$ cat src/rtl/bwc_pkg.sv
package bwc_pkg;
  localparam int NUM_CNT     = 5;
  localparam int ST_IB_ACC   = 0;
  localparam int ST_IB_MISS  = 1;
  localparam int ST_DB_ACC   = 2;
  localparam int ST_DB_FMISS = 3;
  localparam int ST_DB_XMISS = 4;
  localparam int IB_NCNT     = 2;
  localparam int DB_NCNT     = 3;
endpackage

$ cat src/rtl/bwc_window.sv
module bwc_window #(
  parameter int ADDR_W = 32
) (
  input  logic              vld,
  input  logic [ADDR_W-1:0] addr,
  input  logic [ADDR_W-1:0] lo,
  input  logic [ADDR_W-1:0] hi,
  output logic              hit
);
  logic above_lo;
  logic below_hi;

  // both bounds inclusive
  always_comb begin
    above_lo = (addr >= lo);
    below_hi = (addr <= hi);
    hit      = vld & above_lo & below_hi;
  end
endmodule

$ cat src/rtl/bwc_counter.sv
module bwc_counter #(
  parameter int CNT_W = 32
) (
  input  logic             clk,
  input  logic             rst_n,
  input  logic             inc,
  input  logic             clr,
  input  logic             ack,
  output logic [CNT_W-1:0] cnt,
  output logic             ovf
);
  localparam logic [CNT_W-1:0] ONE  = CNT_W'(1);
  localparam logic [CNT_W-1:0] MAXV = '1;

  logic [CNT_W-1:0] cnt_q, cnt_d;
  logic             ovf_q, ovf_d;
  logic             upd_en;

  always_comb begin
    cnt_d  = cnt_q;
    ovf_d  = ovf_q;
    upd_en = clr | inc | ack;
    if (clr) begin
      cnt_d = '0;
      ovf_d = 1'b0;
    end else begin
      if (ack) ovf_d = 1'b0;
      if (inc) begin
        cnt_d = cnt_q + ONE;
        if (cnt_q == MAXV) ovf_d = 1'b1;
      end
    end
  end

  always_ff @(posedge clk or negedge rst_n) begin
    if (!rst_n) begin
      cnt_q <= '0;
      ovf_q <= 1'b0;
    end else if (upd_en) begin
      cnt_q <= cnt_d;
      ovf_q <= ovf_d;
    end
  end

  assign cnt = cnt_q;
  assign ovf = ovf_q;

  a_r7_clr_zeroes: assert property (@(posedge clk) disable iff (!rst_n)
    clr |=> (cnt == '0) && !ovf);
  a_r3_step_one: assert property (@(posedge clk) disable iff (!rst_n)
    (!clr && inc) |=> cnt == $past(cnt) + ONE);
  a_r6_hold: assert property (@(posedge clk) disable iff (!rst_n)
    (!clr && !inc && !ack) |=> $stable(cnt) && $stable(ovf));
  a_r5_ovf_on_wrap: assert property (@(posedge clk) disable iff (!rst_n)
    $rose(ovf) |-> $past(inc) && ($past(cnt) == MAXV));
  a_r8_set_beats_ack: assert property (@(posedge clk) disable iff (!rst_n)
    (!clr && inc && cnt == MAXV) |=> ovf);
endmodule

$ cat src/rtl/bwc_side.sv
module bwc_side #(
  parameter int ADDR_W     = 32,
  parameter int CNT_W      = 32,
  parameter bit SPLIT_MISS = 1'b0,
  localparam int NCNT      = SPLIT_MISS ? 3 : 2
) (
  input  logic                       clk,
  input  logic                       rst_n,
  input  logic                       vld,
  input  logic [ADDR_W-1:0]          addr,
  input  logic                       miss,
  input  logic                       tgt,
  input  logic [ADDR_W-1:0]          lo,
  input  logic [ADDR_W-1:0]          hi,
  input  logic                       clr,
  input  logic                       ack,
  output logic [NCNT-1:0][CNT_W-1:0] cnt_o,
  output logic [NCNT-1:0]            ovf_o
);
  logic            hit;
  logic [NCNT-1:0] inc;
  logic [1:0]      miss_idx;

  bwc_window #(.ADDR_W(ADDR_W)) u_win (
    .vld (vld),
    .addr(addr),
    .lo  (lo),
    .hi  (hi),
    .hit (hit)
  );

  // miss counter selection: index 1 flash/only, index 2 external RAM
  always_comb begin
    miss_idx = 2'd1 + ((SPLIT_MISS && tgt) ? 2'd1 : 2'd0);
    inc[0]   = hit;
    for (int k = 1; k < NCNT; k++) begin
      inc[k] = hit & miss & (miss_idx == 2'(k));
    end
  end

  for (genvar g = 0; g < NCNT; g++) begin : g_cnt
    bwc_counter #(.CNT_W(CNT_W)) u_cnt (
      .clk  (clk),
      .rst_n(rst_n),
      .inc  (inc[g]),
      .clr  (clr),
      .ack  (ack),
      .cnt  (cnt_o[g]),
      .ovf  (ovf_o[g])
    );
  end
endmodule

$ cat src/rtl/bus_window_counters.sv
module bus_window_counters
  import bwc_pkg::*;
#(
  parameter int ADDR_W = 32,
  parameter int CNT_W  = 32
) (
  input  logic              clk,
  input  logic              rst_n,
  input  logic              ib_vld,
  input  logic [ADDR_W-1:0] ib_addr,
  input  logic              ib_miss,
  input  logic              db_vld,
  input  logic [ADDR_W-1:0] db_addr,
  input  logic              db_miss,
  input  logic              db_ext,
  input  logic [ADDR_W-1:0] ib_win_lo,
  input  logic [ADDR_W-1:0] ib_win_hi,
  input  logic [ADDR_W-1:0] db_win_lo,
  input  logic [ADDR_W-1:0] db_win_hi,
  input  logic              ib_clr,
  input  logic              db_clr,
  input  logic              ib_irq_en,
  input  logic              db_irq_en,
  input  logic              ib_irq_ack,
  input  logic              db_irq_ack,
  output logic [CNT_W-1:0]  ib_acc_cnt,
  output logic [CNT_W-1:0]  ib_miss_cnt,
  output logic [CNT_W-1:0]  db_acc_cnt,
  output logic [CNT_W-1:0]  db_flash_miss_cnt,
  output logic [CNT_W-1:0]  db_ext_miss_cnt,
  output logic [NUM_CNT-1:0] ovf_st,
  output logic              irq
);
  // reset: asserted asynchronously, released on a clock edge
  logic rst_meta_q, rst_sync_q;
  always_ff @(posedge clk or negedge rst_n) begin
    if (!rst_n) begin
      rst_meta_q <= 1'b0;
      rst_sync_q <= 1'b0;
    end else begin
      rst_meta_q <= 1'b1;
      rst_sync_q <= rst_meta_q;
    end
  end

  logic [IB_NCNT-1:0][CNT_W-1:0] ib_cnt;
  logic [IB_NCNT-1:0]            ib_ovf;
  logic [DB_NCNT-1:0][CNT_W-1:0] db_cnt;
  logic [DB_NCNT-1:0]            db_ovf;

  bwc_side #(.ADDR_W(ADDR_W), .CNT_W(CNT_W), .SPLIT_MISS(1'b0)) u_ib (
    .clk  (clk),
    .rst_n(rst_sync_q),
    .vld  (ib_vld),
    .addr (ib_addr),
    .miss (ib_miss),
    .tgt  (1'b0),
    .lo   (ib_win_lo),
    .hi   (ib_win_hi),
    .clr  (ib_clr),
    .ack  (ib_irq_ack),
    .cnt_o(ib_cnt),
    .ovf_o(ib_ovf)
  );

  bwc_side #(.ADDR_W(ADDR_W), .CNT_W(CNT_W), .SPLIT_MISS(1'b1)) u_db (
    .clk  (clk),
    .rst_n(rst_sync_q),
    .vld  (db_vld),
    .addr (db_addr),
    .miss (db_miss),
    .tgt  (db_ext),
    .lo   (db_win_lo),
    .hi   (db_win_hi),
    .clr  (db_clr),
    .ack  (db_irq_ack),
    .cnt_o(db_cnt),
    .ovf_o(db_ovf)
  );

  always_comb begin
    ib_acc_cnt          = ib_cnt[0];
    ib_miss_cnt         = ib_cnt[1];
    db_acc_cnt          = db_cnt[0];
    db_flash_miss_cnt   = db_cnt[1];
    db_ext_miss_cnt     = db_cnt[2];
    ovf_st              = '0;
    ovf_st[ST_IB_ACC]   = ib_ovf[0];
    ovf_st[ST_IB_MISS]  = ib_ovf[1];
    ovf_st[ST_DB_ACC]   = db_ovf[0];
    ovf_st[ST_DB_FMISS] = db_ovf[1];
    ovf_st[ST_DB_XMISS] = db_ovf[2];
  end

  // interrupt gating per bus
  logic ib_pend, db_pend;
  always_comb begin
    ib_pend = (|ib_ovf) & ib_irq_en;
    db_pend = (|db_ovf) & db_irq_en;
    irq     = ib_pend | db_pend;
  end

  a_r9_irq_quiet: assert property (@(posedge clk) disable iff (!rst_sync_q)
    (!ib_irq_en && !db_irq_en) |-> !irq);
  a_r1_reset_zero: assert property (@(posedge clk)
    !rst_sync_q |-> (ovf_st == '0) && (ib_acc_cnt == '0) && (db_acc_cnt == '0));
  a_r2_ib_outside: assert property (@(posedge clk) disable iff (!rst_sync_q)
    (!ib_clr && ib_vld && (ib_addr < ib_win_lo || ib_addr > ib_win_hi))
      |=> $stable(ib_acc_cnt) && $stable(ib_miss_cnt));
  a_r2_db_outside: assert property (@(posedge clk) disable iff (!rst_sync_q)
    (!db_clr && db_vld && (db_addr < db_win_lo || db_addr > db_win_hi))
      |=> $stable(db_acc_cnt));
  a_r7_side_isolation: assert property (@(posedge clk) disable iff (!rst_sync_q)
    (ib_clr && !db_clr && !db_vld && !db_irq_ack)
      |=> $stable(db_acc_cnt) && $stable(ovf_st[ST_DB_XMISS:ST_DB_ACC]));
  a_r4_target_split: assert property (@(posedge clk) disable iff (!rst_sync_q)
    (!db_clr && db_vld && db_miss && db_ext) |=> $stable(db_flash_miss_cnt));
endmodule

$ cat config.mk
export PLATFORM = sky130hd
export DESIGN_NAME = bus_window_counters
export DESIGN_NICKNAME = d
export VERILOG_FILES = /design/src/rtl/bwc_pkg.sv /design/src/rtl/bwc_window.sv /design/src/rtl/bwc_counter.sv /design/src/rtl/bwc_side.sv /design/src/rtl/bus_window_counters.sv
export SDC_FILE = /design/constraint.sdc
export NUM_CORES = 1
export LEC_CHECK = 0
export BUFFER_PORTS_ARGS = -buffer_cell sky130_fd_sc_hd__buf_2
export CAP_MARGIN = 10
export CORE_UTILIZATION = 45
export DETAILED_ROUTE_END_ITERATION = 6
export PLACE_DENSITY = 0.81
export SETUP_SLACK_MARGIN = 0.1
export SYNTH_ARGS = -nofsm -noshare
export SYNTH_HDL_FRONTEND = slang
export SYNTH_HIERARCHICAL = 1
export SYNTH_SLANG_ARGS = --single-unit
export TNS_END_PERCENT = 5
$ cat constraint.sdc
create_clock -name clk -period 6.1 [get_ports clk]
set_input_delay 0.61 -clock clk [delete_from_list [all_inputs] [get_ports clk]]
set_output_delay 0.61 -clock clk [all_outputs]
set_load 0.1 [all_outputs]
==> run_results.csv, run 1 <==
group,metric,value,unit
status,status,"completed",
grt,grt-ovfl-total,0,
detailed_routing,wire_per_inst,16.7,um
detailed_routing,final_antenna_net_count,0,
final_layout,final_nets,2030,
hold_path,hold_path.class,"flop to async pin",
placed_design,gp_congestion,0.962,
timing,fin_setup_tns,0,ns
timing,maxSlewViolCount,0,
grt,grt_antenna_before_repair,2,
placed_design,port_buffers,370,
final_layout,areaGrowthSynthToFinish,23.4,%
final_layout,final_common_cell,"buf_2",
worst_setup_path,critical_path_required,6.42,ns
final_layout,final_cell_mix,"370 x buf_2, 175 x nor2_1, 166 x dfrtp_1",
grt,grt_pass1_wl,53.6,mm
timing,worstMarginPinSlew,1.01,ns
die,ioPinCount,371,
clocking,cts_max_level,4,
timing,hold_viol,0,
worst_setup_path,path_max_fanout,13,
worst_setup_path,cp_slowest_cell,"nor3_2",
timing,maxSlewHeadroom,0.324,
die,initial_core_util,0.458,
pwr,peakVddDrop,0.000175,V
grt,grt_start_max_net_pins,81,
synth,avgSynthCellArea,8.94,sq um
die,die_h,165,um
timing,clock_skew,0.0119,ns
die,core-area,26000,sq um
clocking,clk_latency,0.42,ns
worst_setup_path,critPathKind,"input port to flop",
worst_setup_path,worstPathArrival,4.67,ns
clocking,cts.sinks,167,
timing,finalCritPeriodShare,0.714,
worst_setup_path,cp_num_buf_inv,3,
pwr,leakage,7.78,nW
worst_setup_path,crit_path_end_kind,"flop",
pwr,p_per_area,172,nW/um^2
clocking,cts_tree,"built",
timing,post-route-min-period,4.36,ns
worst_setup_path,slowest_delay,0.79,ns
timing,max_freq,229,MHz
worst_setup_path,critPathLaunchType,"input port",
clocking,cts_root_buf,"clkbuf_16",
worst_setup_path,ff2ff_path_depth,5,
detailed_routing,drt-pass1-iter-count,5,
worst_setup_path,crit_family,"simple AND/OR/NAND/NOR gates",
synth,synth_fp_nets,1668,
pwr,total_power,0.00253,W
clocking,ctsResizeCount,0,
die,dieWidth,165,um
clocking,clockBufferDepth,2,
placed_design,detailed_place_hpwl,26.7,mm
grt,grt_pass1_vias,11000,
worst_setup_path,worstPathCellList,"buf_2 -> inv_1 -> ha_1 -> nand4_1 -> or2_1 -> nor3_1 -> a31oi_1 -> a311oi_2 -> buf_4 -> and3b_1 -> nor2_1 -> nor3_2 -> nand2_1 -> o31a_1 -> o21ba_2",
run,max_cap_violations,0,
clocking,cts_setup_buffers,0,
detailed_routing,vias_per_cell,5.50,
detailed_routing,vias,11200,
worst_setup_path,timing.rr.end,"u_db/g_cnt[2].u_cnt/cnt[31]",
worst_setup_path,rrSetupSlack,3.84,ns
detailed_routing,totalWireLength,34.2,mm
worst_setup_path,r2r_start,"u_db/g_cnt[2].u_cnt/cnt[2]",
die,rows,59,
die,die_area,27100,sq um
synth,syn-cell-area,11900,sq um
final_layout,layout-drive-gt1-share,0.272,
detailed_routing,remaining_drc_errors,0,
clocking,cts_buffers,17,
synth,yosysWarnings,6,
clocking,clk_pin_slew_worst_paths,0.07,ns
timing,setup_viol,0,
detailed_routing,drt_iter0_drc,779,
grt,grt_usage,0.249,
synth,synthCells,1330,
timing,rsz0062_at_grt,"no",
==> registers in the layout, indices dropped and copies added, names as in the netlist <==
| name | count |
|---|---|
| rst_meta_q | 1 |
| rst_sync_q | 1 |
| u_ib/g_cnt.u_cnt/cnt | 64 |
| u_ib/g_cnt.u_cnt/ovf | 2 |
| u_db/g_cnt.u_cnt/cnt | 96 |
| u_db/g_cnt.u_cnt/ovf | 3 |
==> worst max path at each step <==
stage,from,cells past startpoint,endpoint
after floorplan,rst_sync_q,0,u_db/g_cnt[0].u_cnt/cnt[0]
after global placement,db_win_hi[31],15,u_db/g_cnt[1].u_cnt/cnt[29]
after detailed placement,db_win_hi[31],15,u_db/g_cnt[1].u_cnt/cnt[29]
after CTS,db_win_hi[31],15,u_db/g_cnt[1].u_cnt/cnt[29]
after global routing,db_win_hi[31],15,u_db/g_cnt[1].u_cnt/cnt[29]
final,db_win_hi[31],15,u_db/g_cnt[1].u_cnt/cnt[29]
==> final cells by class <==
class	instances	area, sq um
well taps	335	419
flip-flops and latches	167	4180
diodes	2	5.00
clock inverters	14	139
repair buffers	378	1910
fillers	2271	11300
clock buffers	18	429
multi-input cells	1000	7110
inverters	128	480
==> through the flow <==
step,instance area [sq um],setup WS [ns],hold WS (ns),util,std cells
after floorplan,11900,1.10,0.314,-,1330
after global placement,14100,1.42,0.290,0.542,2007
after detailed placement,14100,1.27,0.299,0.542,2007
after CTS,14700,1.73,0.305,0.565,2040
after global routing,14700,1.47,0.320,0.565,2041
final,14700,1.74,0.276,0.565,2042
==> routing by layer <==
metal | routed length [um] | global-route usage | vias up
li1 | - | - | 5371
met1 | 13600 | 0.290 | 5362
met5 | 0 | 0 | -
met2 | 17100 | 0.441 | 440
met3 | 2410 | 0.0580 | 68
met4 | 1060 | 0.0967 | 0
==> power breakdown <==
part / switching (W) / internal, W / leakage, nW
sequential: 0.00000837 / 0.00111 / 2.33
combinational: 0.000207 / 0.000146 / 5.17
clock: 0.000482 / 0.000574 / 0.276
total: 0.000698 / 0.00183 / 7.78
==> repair_timing <==
action                                  in CTS  in global routing
endpoints found under the hold margin        2                  0
endpoints found under the setup margin       0                  0
hold buffers                                 1                  0
(Power assumes the default switching activity.)
==> inputs of run 2 (changes only) <==
clock period = 4.4 ns   (was 6.1 ns; I/O delays follow)
==> run 2 against run 1 <==
Compared with the run above:
- cell area is 0.63% higher
- sequential cell count stayed put
- clock skew hardly changed
==> run_results.csv, run 2 (synthesis gave the netlist of run 1 again) <==
group,metric,value,unit
run,max_cap_violations,0,
final_layout,nFillCells,2299,
timing,worst_slack,0.689,ns
placed_design,detailed_place_hpwl,26.8,mm
worst_setup_path,worstPathArrival,4.01,ns
timing,setup_viol,0,
detailed_routing,wire_per_inst,16.5,um
grt,grt-ovfl-total,0,
timing,clock_skew,0.0117,ns
die,initial_core_util,0.458,
placed_design,port_buffers,370,
grt,grt_antenna_before_repair,1,
die,ioPinCount,371,
timing,fin_setup_tns,0,ns
detailed_routing,totalWireLength,33.9,mm
detailed_routing,vias,11300,
hold_path,hold_path.class,"flop to async pin",
final_layout,layout-drive-gt1-share,0.276,
placed_design,post-place-ws,0.203,ns
status,status,"completed",
pwr,peakVddDrop,0.000264,V
timing,max_freq,269,MHz
grt,grt_usage,0.250,
timing,post-route-min-period,3.71,ns
grt,grt_start_max_net_pins,78,
clocking,cts_max_level,4,
timing,hold_viol,0,
grt,grt_pass1_wl,53.6,mm
clocking,clk_pin_slew_worst_paths,0.07,ns
die,dieWidth,165,um
timing,worstMarginPinSlew,0.801,ns
clocking,cts_tree,"built",
timing,maxSlewViolCount,0,
worst_setup_path,critPathKind,"input port to flop",
detailed_routing,final_antenna_net_count,0,
final_layout,final_nets,2039,
clocking,ctsResizeCount,0,
clocking,cts_buffers,17,
worst_setup_path,critical_path_required,4.70,ns
clocking,clk_latency,0.43,ns
clocking,cts_root_buf,"clkbuf_16",
timing,whs,0.255,ns
final_layout,largest_reg_flops,96,
clocking,cts.sinks,167,
die,rows,59,
die,die_h,165,um
timing,maxSlewHeadroom,0.466,
die,core-area,26000,sq um
pwr,p_per_area,239,nW/um^2
grt,grt_pass1_vias,10800,
worst_setup_path,r2r_start,"u_ib/g_cnt[1].u_cnt/cnt[2]",
final_layout,final_common_cell,"buf_2",
pwr,leakage,7.83,nW
detailed_routing,drt-pass1-iter-count,5,
detailed_routing,vias_per_cell,5.53,
die,die_area,27100,sq um
detailed_routing,remaining_drc_errors,0,
final_layout,areaGrowthSynthToFinish,24.1,%
clocking,clockBufferDepth,2,
timing,rsz0062_at_grt,"no",
final_layout,final_cell_mix,"370 x buf_2, 175 x nor2_1, 166 x dfrtp_1",
worst_setup_path,crit_path_end_kind,"flop",
placed_design,gp_congestion,0.958,
worst_setup_path,path_max_fanout,9,
worst_setup_path,startpoint,"db_addr[28]",
worst_setup_path,critPathLaunchType,"input port",
pwr,total_power,0.00353,W
detailed_routing,drt_iter0_drc,763,
timing,finalCritPeriodShare,0.843,
run 2: cell types whose count changed in the layout (fill, tap and decap cells not counted), sizes merged:
| cell | change |
|---|---|
| buf | +9 |
| clkinv | -2 |
| inv | +2 |
| clkbuf | -1 |
| clkinvlp | +1 |
| diode | -1 |
run 2: final cells by class:
class | count | area, sq um | area share
Timing Repair Buffer | 387 | 1990 | 0.135
Antenna cell | 1 | 2.50 | 0.000169
Inverter | 128 | 480 | 0.0325
Tap cell | 335 | 419 | 0.0284
Sequential cell | 167 | 4180 | 0.283
Clock buffer | 17 | 425 | 0.0288
Clock inverter | 15 | 158 | 0.0107
Multi-Input combinational cell | 1000 | 7110 | 0.481
run 2: timing repair:
action,CTS,global route
hold buffers,1,0
setup buffers,0,0
endpoints found under the setup margin,0,0
hold endpoints to repair,2,0
run 2: path summary, 6_finish.rpt:
path,endpoint,slack (ns),cells past startpoint
worst max-delay path,u_db/g_cnt[2].u_cnt/cnt[20],0.69,13
max in group asynchronous,u_db/g_cnt[2].u_cnt/cnt[16],3.00,1
worst min-delay path,u_db/g_cnt[2].u_cnt/cnt[13],0.25,0
worst min register to register,u_db/g_cnt[2].u_cnt/cnt[13],0.25,0
min in group clk,u_ib/g_cnt[1].u_cnt/ovf,0.32,3
worst max register to register,u_ib/g_cnt[1].u_cnt/cnt[29],2.36,6
run 2: through the flow:
| stage | cells | utilization | instance area [sq um] |
|---|---|---|---|
| after CTS | 2049 | 0.568 | 14800 |
| after global routing | 2050 | 0.568 | 14800 |
| after floorplan | 1330 | - | 11900 |
| after global placement | 2016 | 0.545 | 14200 |
| after detailed placement | 2016 | 0.545 | 14200 |
| final | 2050 | 0.568 | 14800 |
run 2: metal layers:
layer  GRT usage  wire, um  vias up
met2       0.422     16300      476
met1       0.302     13900     5387
met5           0         0        -
met4       0.109      1190        0
li1            -         -     5394
met3      0.0600      2450       80
run 2: power breakdown:
part	switching (W)	internal, W	total, W
clock network	0.000689	0.000804	0.00149
logic	0.000287	0.000205	0.000492
registers	0.0000106	0.00154	0.00155
run 2: worst max-delay path, cell delays in order:
cell and delay (ns):
buf_2 0.13, ha_1 0.29, nand4_1 0.13, or2_1 0.29, nor3_1 0.44, a31oi_1 0.17
a311oi_2 0.57, and3_2 0.43, nor2_1 0.15, nor4_4 0.55, nand4_1 0.18, xor2_1 0.18
nor2_1 0.05
==> inputs of run 3 (changes only) <==
ABC_AREA = 1   (was not set)
PLACE_DENSITY = 0.79   (was 0.81)
clock period = 3.5 ns   (was 4.4 ns; I/O delays follow)
==> run 3 against run 2 <==
Compared with the run above:
- utilization down 0.24 points
- clock skew up 0.00086 ns
- synthesized cell count up 50%
- sequential cell count unchanged
- cell area up 11%
- total power up 34%
- global-route usage up 1.7 points
- cell count up 35%
- critical path depth up 10
- critical path type unchanged
- largest cell class unchanged
==> run_results.csv, run 3 <==
group,metric,value,unit
worst_setup_path,critPathMostFrequentCell,"nand2_1",
pwr,p_per_area,288,nW/um^2
hold_path,whs_endpoint,"u_ib/g_cnt[1].u_cnt/ovf",
placed_design,gp_congestion,0.964,
timing,maxSlewViolCount,0,
final_layout,largest_reg_flops,96,
pwr,peakVddDrop,0.000303,V
timing,rsz0062_at_grt,"no",
clocking,clockBufferDepth,2,
die,core-area,29000,sq um
worst_setup_path,worstPathCellList,"buf_2 -> ha_1 -> nand2_1 -> nor2_2 -> and2_1 -> nor2_1 -> nand2_1 -> nand2_1 -> nand2_1 -> nand2_1 -> nand2_1 -> nand2_1 -> nor2_1 -> nand2_1 -> nor2_1 -> buf_4 -> nor2_4 -> nor2_2 -> nand3_1 -> nor2_1 -> nand2_1 -> nand2_1 -> nor2_1",
worst_setup_path,startpoint,"db_addr[7]",
worst_setup_path,slowest_delay,0.29,ns
die,die_area,30500,sq um
status,status,"completed",
pwr,netSwitchingPower,0.00121,W
pwr,combPwrFrac,0.142,
synth,syn-cell-area,13400,sq um
final_layout,final_nets,2712,
worst_setup_path,critPathLaunchType,"input port",
grt,grt_start_max_net_pins,71,
worst_setup_path,rrSetupSlack,1.78,ns
final_layout,fin_util,0.566,
worst_setup_path,critPathKind,"input port to flop",
die,ioPinCount,371,
timing,maxSlewHeadroom,0.353,
grt,use_met3,0.0707,
final_layout,fin_area,16400,sq um
pwr,p_sw_frac,0.256,
worst_setup_path,cp_slowest_cell,"ha_1",
clocking,clk_latency,0.44,ns
worst_setup_path,ff2ff_path_depth,8,
final_layout,nFillCells,2797,
detailed_routing,remaining_drc_errors,0,
final_layout,final_common_cell,"nand2_1",
final_layout,layout-drive-gt1-share,0.206,
detailed_routing,totalWireLength,40.7,mm
die,rows,62,
grt,grt_usage,0.267,
hold_path,whs_path_depth,4,
grt,gr-usage-met2,0.439,
pwr,total_power,0.00473,W
detailed_routing,drt_iter0_drc,1182,
hold_path,hold_path.class,"input port to flop",
timing,post-route-min-period,2.66,ns
grt,grt-ovfl-total,0,
detailed_routing,vias_per_cell,5.17,
worst_setup_path,path_max_fanout,7,
clocking,cts_root_buf,"clkbuf_16",
timing,hold_viol,0,
detailed_routing,final_antenna_net_count,0,
grt,grt_pass1_wl,66.1,mm
clocking,cts_max_level,4,
pwr,p_clk_frac,0.444,
die,initial_core_util,0.463,
placed_design,detailed_place_hpwl,33.0,mm
worst_setup_path,timing.rr.end,"u_ib/g_cnt[1].u_cnt/cnt[26]",
pwr,leakage,8.89,nW
placed_design,placed_cell_area,15800,sq um
timing,finalCritPeriodShare,0.760,
synth,avgSynthCellArea,6.74,sq um
synth,yosysWarnings,6,
clocking,cts.sinks,167,
timing,clock_skew,0.0125,ns
clocking,clk_pin_slew_worst_paths,0.07,ns
worst_setup_path,r2r_start,"u_ib/g_cnt[1].u_cnt/cnt[0]",
placed_design,port_buffers,370,
worst_setup_path,critical_path_required,3.83,ns
timing,max_freq,376,MHz
pwr,seqPwrFrac,0.414,
grt,grt_antenna_before_repair,0,
timing,setup_viol,0,
final_layout,areaGrowthSynthToFinish,22.3,%
grt,use_met1,0.333,
timing,fin_setup_tns,0,ns
die,die_h,175,um
detailed_routing,vias,14300,
die,dieWidth,175,um
timing,worstMarginPinSlew,0.970,ns
pwr,p_int,0.00352,W
clocking,cts_buffers,17,
timing,worst_slack,0.839,ns
hold_path,hold_path.startpoint,"ib_irq_ack",
clocking,cts_tree,"built",
worst_setup_path,crit_path_end_kind,"flop",
final_layout,final_cell_mix,"489 x nand2_1, 370 x buf_2, 357 x nor2_1",
detailed_routing,wire_per_inst,14.7,um
detailed_routing,drt-pass1-iter-count,6,
grt,grt_pass1_vias,13800,
synth,synthCells,1992,
grt,busiest_layer,"met2",
synth,synth_fp_nets,2330,
run,max_cap_violations,0,
worst_setup_path,worstPathArrival,2.99,ns
placed_design,post-place-ws,0.376,ns
[run 3: changes by cell type in the layout (fill, tap and decap cells not counted), sizes merged, moves of 24 or more]
cell,previous run,this run
nand3,98,151
o21ai,29,78
a21oi,55,160
xor2,105,0
inv,137,309
and3,28,0
xnor2,35,5
nor2,175,401
nand2,78,501
nand4,94,18
nor4,24,0
[run 3: worst max-delay path: cells and delay by family]
family	cells	cell delay [ns]
buffers and inverters	2	0.27
adders and majority gates	1	0.29
and+or+nand+nor	20	2.08
[run 3: timing repair]
action                                 in CTS  in global routing
resized for setup                           0                  0
endpoints found under the hold margin       2                  0
setup buffers                               0                  0
hold buffers                                1                  0
[run 3: metal layers]
layer | vias up | wire (um)
met5 | - | 0
met4 | 0 | 1210
met3 | 95 | 3390
met2 | 593 | 19000
met1 | 6531 | 17200
li1 | 7106 | -
[run 3: how the worst max path moves through the flow]
stage                                  end  cells past startpoint  slack [ns]
3_3_place_gp   u_db/g_cnt[1].u_cnt/cnt[23]                     23        0.48
3_5_place_dp   u_db/g_cnt[1].u_cnt/cnt[23]                     23        0.38
2_1_floorplan  u_db/g_cnt[1].u_cnt/cnt[18]                     22        0.70
6_report       u_db/g_cnt[1].u_cnt/cnt[23]                     23        0.84
4_1_cts        u_db/g_cnt[1].u_cnt/cnt[23]                     23        0.83
5_1_grt        u_db/g_cnt[1].u_cnt/cnt[23]                     23        0.55
[run 3: power by group through the flow]
stage | Sequential (W) | Clock (W) | Combinational, W
5_1_grt | 0.00196 | 0.00223 | 0.000773
3_3_place_gp | 0.00199 | 0 | 0.000647
4_1_cts | 0.00196 | 0.00214 | 0.000674
3_5_place_dp | 0.00199 | 0 | 0.000668
6_report | 0.00196 | 0.00210 | 0.000672
2_1_floorplan | 0.00204 | 0 | 0.000365
[run 3: final cells by class]
type                    count  area (sq um)  share of cell area
clock inverters             9           173              0.0105
inverters                 309          1160              0.0706
flip-flops and latches    167          4180               0.255
well taps                 384           480              0.0293
diodes                      1          2.50            0.000152
multi-input cells        1501          8020               0.489
repair buffers            378          1930               0.117
clock buffers              21           470              0.0287
[run 3: stage by stage]
stage                     cells  hold WS (ns)
after global placement     2738         0.136
after detailed placement   2738         0.136
final                      2770         0.186
after floorplan            1992        0.0544
after global routing       2769         0.195
after CTS                  2769         0.170
